File: config.mk
export PLATFORM = sky130hd
export DESIGN_NAME = prio_mask_bank
export DESIGN_NICKNAME = d
export VERILOG_FILES = /design/src/rtl/prio_mask_pkg.sv /design/src/rtl/pm_view.sv /design/src/rtl/pm_store.sv /design/src/rtl/pm_gate.sv /design/src/rtl/prio_mask_bank.sv
export SDC_FILE = /design/constraint.sdc
export NUM_CORES = 1
export LEC_CHECK = 0
export BUFFER_PORTS_ARGS = -buffer_cell sky130_fd_sc_hd__buf_2
export CAP_MARGIN = 10
export CORE_AREA = 2 2 62 64
export DETAILED_ROUTE_END_ITERATION = 12
export DIE_AREA = 0 0 64 66
export PLACE_DENSITY_LB_ADDON = 0.08
export SLEW_MARGIN = 10
export SYNTH_ARGS = -nofsm -noshare
export SYNTH_HDL_FRONTEND = slang
export SYNTH_SLANG_ARGS = --single-unit
File: constraint.sdc
create_clock -name clk -period 2.8 [get_ports clk]
set_input_delay 0.14 -clock clk [delete_from_list [all_inputs] [get_ports clk]]
set_output_delay 0.14 -clock clk [all_outputs]
set_load 0.01 [all_outputs]
File: src/rtl/prio_mask_pkg.sv
package prio_mask_pkg;

    localparam int PRIO_W = 8;
    localparam logic [PRIO_W-1:0] MASK_RESET = '0;

    typedef enum logic [0:0] {
        SEL_MASK    = 1'b0,
        SEL_RUNNING = 1'b1
    } reg_sel_e;

    typedef struct packed {
        logic             wr;
        logic             rd;
        reg_sel_e         sel;
        logic             secure;
        logic [PRIO_W-1:0] wdata;
    } bus_req_t;

    function automatic logic xlate_active(input logic top_el, input logic secure,
                                          input logic grp0_top);
        return top_el & ~secure & grp0_top;
    endfunction

endpackage

File: src/rtl/pm_view.sv
module pm_view #(
    parameter int PW = 8
) (
    input  logic          xlate,
    input  logic [PW-1:0] raw,
    output logic [PW-1:0] seen
);
    always_comb begin
        if (!xlate) begin
            seen = raw;
        end else if (raw[PW-1]) begin
            seen = {raw[PW-2:0], 1'b0};
        end else begin
            seen = '0;
        end
    end
endmodule

File: src/rtl/pm_store.sv
module pm_store #(
    parameter int            PW        = 8,
    parameter logic [PW-1:0] RESET_VAL = '0
) (
    input  logic          clk,
    input  logic          rst,
    input  logic          wr_en,
    input  logic          xlate,
    input  logic [PW-1:0] wdata,
    output logic [PW-1:0] mask_q
);
    logic          accept;
    logic [PW-1:0] next_val;

    always_comb begin
        accept   = wr_en & (~xlate | mask_q[PW-1]);
        next_val = xlate ? {1'b1, wdata[PW-1:1]} : wdata;
    end

    always_ff @(posedge clk) begin
        if (rst) begin
            mask_q <= RESET_VAL;
        end else if (accept) begin
            mask_q <= next_val;
        end
    end
endmodule

File: src/rtl/pm_gate.sv
module pm_gate #(
    parameter int PW = 8
) (
    input  logic [PW-1:0] cand,
    input  logic [PW-1:0] mask,
    output logic          pass
);
    always_comb pass = (cand < mask);
endmodule

File: src/rtl/prio_mask_bank.sv
module prio_mask_bank
    import prio_mask_pkg::*;
#(
    parameter int PW = PRIO_W
) (
    input  logic          clk,
    input  logic          rst,
    input  logic          bus_wr,
    input  logic          bus_rd,
    input  logic          bus_sel,
    input  logic          bus_secure,
    input  logic [PW-1:0] bus_wdata,
    output logic [PW-1:0] bus_rdata,
    output logic          bus_rvalid,
    input  logic          top_el_present,
    input  logic          grp0_route_top,
    input  logic [PW-1:0] run_prio,
    input  logic [PW-1:0] cand_prio,
    output logic          cand_pass
);
    localparam int NVIEW = 2;

    bus_req_t      req;
    logic          xlate;
    logic [PW-1:0] mask_q;
    logic [PW-1:0] raw_src  [NVIEW];
    logic [PW-1:0] seen_src [NVIEW];

    always_comb begin
        req.wr     = bus_wr;
        req.rd     = bus_rd;
        req.sel    = reg_sel_e'(bus_sel);
        req.secure = bus_secure;
        req.wdata  = bus_wdata[PRIO_W-1:0];
        xlate      = xlate_active(top_el_present, req.secure, grp0_route_top);
        raw_src[0] = mask_q;
        raw_src[1] = run_prio;
    end

    pm_store #(.PW(PW), .RESET_VAL(PW'(MASK_RESET))) u_store (
        .clk    (clk),
        .rst    (rst),
        .wr_en  (req.wr && req.sel == SEL_MASK),
        .xlate  (xlate),
        .wdata  (bus_wdata),
        .mask_q (mask_q)
    );

    for (genvar v = 0; v < NVIEW; v++) begin : g_view
        pm_view #(.PW(PW)) u_view (
            .xlate (xlate),
            .raw   (raw_src[v]),
            .seen  (seen_src[v])
        );
    end

    pm_gate #(.PW(PW)) u_gate (
        .cand (cand_prio),
        .mask (mask_q),
        .pass (cand_pass)
    );

    always_ff @(posedge clk) begin
        if (rst) begin
            bus_rdata  <= '0;
            bus_rvalid <= 1'b0;
        end else begin
            bus_rvalid <= req.rd;
            if (req.rd) begin
                bus_rdata <= (req.sel == SEL_RUNNING) ? seen_src[1] : seen_src[0];
            end
        end
    end
endmodule

==> summary.md <==
| Metric | Value |
|---|---|
| Synth top area share | 0.2825 |
| CP Depth | 6 |
| Final nets | 210 |
| Switch share | 0.3051 |
| Worst Tran Pin Value | 0.6389 ns |
| Share of flip-flops with an asynchronous set or reset | 0 |
| Synthesis-to-layout area growth | 16.82% |
| Startpoint types | flip-flop |
| Data required, critical path | 2.66 ns |
| Max_cap viols | 0 |
| Routed len/inst | 13.42 µm |
| Gate Count Post-Synth | 137 |
| Dpl ws | 1.266 ns |
| Leak | 0.5991 nW |
| Initial Util | 0.3393 |
| Die Width | 64 µm |
| Die Ht | 66 µm |
| Final worst slack | 0.9254 ns |
| Maximum vdd drop | 172.1 µV |
| Total GRT Usage | 0.1473 |
| CTS Hold Buffers Added | 0 |
| Worst R2R End | u_store.mask_q[1]$_SDFFE_PP0P_ |
| Syn_area_per_cell | 8.795 µm² |
| GP Congestion | 0.7855 |
| Met3 GRT Util | 0.03066 |
| Vias per inst | 5.179 |
| Routed vias | 1,129 |
| Mapped Area | 1205 µm² |
| Worst EP arrival | 1.73 ns |
| CTS Buffer Depth | 2 |
| Final Max Slew Viols | 0 |
| DRT antenna net count | 0 |
| Vias in the first global route | 1,030 |
| Die area | 4224 µm² |
| Status | finished clean |
| Yosys reg bits | 17 |
| CP max stage cell | dfxtp_1 |
| DRC Markers | 0 |
| Post-synth EDFFs | 0 |
| H-tree level count | 1 |
| R2R depth | 3 |
| Sequential share of the synthesized area | 0.2825 |
| Most used routing layer | met2 |
| Cts repair resizes | 0 |
| DRT iter0 DRCs | 33 |
| Filler Cell Count | 394 |
| Met2 usage | 0.2370 |
| Sequential Power Share | 0.488 |
| Post-synth top area cell | dfxtp_1 |
| Drt total wl | 2926 µm |
| Ports | 42 |
| Critical Path Sink | cand_pass |
| Hold Path Class | in2reg |
| Ant. Diodes | 0 |
| Worst-path fanout max | 7 |
| Slowest stage delay, CP | 0.39 ns |
| I/O Buffers | 41 |
| Largest cells by area after synthesis | dfxtp_1, a311oi_2, ha_1 |
| Total negative slack | 0 ns |
| Net Switching | 167.2 µW |
| Final hold viol count | 0 |
| RSZ-0062 raised after global routing | false |
| Core area | 3551 µm² |
| GRT overflow | 0 |
| Worst setup path startpoint | u_store.mask_q[7]$_SDFFE_PP0P_ |
| Syn. warnings | 0 |
| First-pass GRT wire length | 4823 µm |
| Hpwl dp | 2318 µm |
| Initial antenna violation count | 0 |
| Count leader, synth | nand2_1 |
| Commonest cells post-synth | nand2_1, dfxtp_1, a21oi_1, nand2b_1 |
| Reg-to-Reg Start | u_store.mask_q[7]$_SDFFE_PP0P_ |
| FP Rows | 22 |
| Worst skew pair latency | 0.29 ns |
| Power Dens Cells | 389.2 nW/µm² |
| M1 GR Usage | 0.1954 |
| CTS Sinks | 17 |
| Period utilization | 0.6695 |
| DR pass1 iterations | 4 |
| WS Path Type | reg2out |
| Cell Chain, Critical Path | inv_1 > ha_1 > nand2_1 > nor4_1 > a21oi_1 > buf_2 |
| Share of cells above drive strength 1 | 0.3235 |
| Final setup violation count | 0 |
| Hold path depth | 3 |
| Final min period | 1.875 ns |
| CTS tree | done |
| CP endpoint kind | primary output |
| CTS Buf Count | 3 |
| CTS Root Buffer Type | clkbuf_4 |
| R2R Setup Slk | 1.47 ns |
| Syn_nets | 176 |
| # Post-CTS Setup Buffers | 0 |
| Count of cell types in the netlist | 33 |
| Worst slew margin | 0.5728 |
| Bufs and invs on worst path | 2 |
| Clk_skew | 0.004604 ns |
| Largest net degree at the start of global routing | 27 |
| Worst-path clk slew | 0.10 ns |
| Combinational share of power | 0.271 |
| Peak Freq | 533.5 MHz |
| Clk pwr share | 0.241 |
| Crit-path leading delay family | flip-flops |
| Internal Dissipation | 380.6 µW |
| Primary FF master, synth | dfxtp_1 |
[worst min path at each step]
| stage | from | to | slack, ns |
|---|---|---|---|
| 6_report | bus_wdata[7] | u_store.mask_q[7]$_SDFFE_PP0P_ | 0.12 |
| 3_5_place_dp | bus_wdata[7] | u_store.mask_q[7]$_SDFFE_PP0P_ | 0.43 |
| 2_1_floorplan | bus_wdata[7] | u_store.mask_q[7]$_SDFFE_PP0P_ | 0.29 |
| 4_1_cts | bus_wdata[7] | u_store.mask_q[7]$_SDFFE_PP0P_ | 0.11 |
| 5_1_grt | bus_wdata[4] | u_store.mask_q[4]$_SDFFE_PP0P_ | 0.14 |
| 3_3_place_gp | bus_wdata[7] | u_store.mask_q[7]$_SDFFE_PP0P_ | 0.42 |
[through the flow]
stage / cell area [µm²] / util / cells / power [mW] / hold slack, ns
floorplan: 1205 / - / 137 / 0.3771 / 0.2875
global placement: 1381 / 0.3890 / 214 / 0.4218 / 0.4236
detailed placement: 1381 / 0.3890 / 214 / 0.4236 / 0.4299
CTS: 1408 / 0.3964 / 218 / 0.5562 / 0.1138
global route: 1408 / 0.3964 / 218 / 0.5865 / 0.1402
finish: 1408 / 0.3964 / 218 / 0.5478 / 0.1163
[layer usage]
layer | routed length, µm | vias to the layer above
li1 | - | 570
met1 | 1381 | 531
met2 | 1368 | 26
met3 | 154 | 2
met4 | 22 | 0
met5 | 0 | -
[logic make-up (layout without fill, tap and decap cells)]
| group | Yosys count | count (layout) | share of synthesized area |
|---|---|---|---|
| AO/OA/AOI/OAI | 41 | 41 | 0.3136 |
| multiplexers | 3 | 3 | 0.02700 |
| flip-flops | 17 | 17 | 0.2825 |
| buffers and inverters | 20 | 53 | 0.09865 |
| AND/OR/NAND/NOR | 49 | 49 | 0.2056 |
| adder cells (fa/ha/maj) | 7 | 7 | 0.07269 |
[tightest hold or removal path: stages]
cell and delay [ns]:
buf_2 0.11, nand3_1 0.06, a21oi_1 0.06
[state kept, by name, indices dropped and copies added (netlist names)]
signal          flops
bus_rdata           8
bus_rvalid          1
u_store.mask_q      8
[placed cells by master (no fill, tap or decap), types with 2 or more instances in the layout]
cell and count:
inv_1 8, nand2b_1 9, o311a_1 5, ha_1 7, dfxtp_1 17, a21o_1 2
nand3_1 8, buf_2 41, o211a_1 4, nand2_1 21, o32ai_1 4, clkbuf_4 3
a311oi_2 6, a21oi_1 13, nor2_1 3, mux2_2 2
[power groups by stage]
stage               Sequential (mW)  Combinational (mW)  Clock (mW)
floorplan                     0.274               0.103           0
global placement              0.273               0.149           0
detailed placement            0.273               0.150           0
CTS                           0.268               0.151       0.138
global route                  0.270               0.169       0.148
finish                        0.267               0.149       0.132
[area by class of cell]
| type | instances | area [µm²] | area share |
|---|---|---|---|
| flip-flops and latches | 17 | 340.3 | 0.2418 |
| multi-input cells | 100 | 745.7 | 0.5298 |
| inverters | 8 | 30.03 | 0.02133 |
| clock buffers | 4 | 26.28 | 0.01867 |
| well taps | 48 | 60.06 | 0.04267 |
| repair buffers | 41 | 205.2 | 0.1458 |
Power figures use the tool's default switching activity.
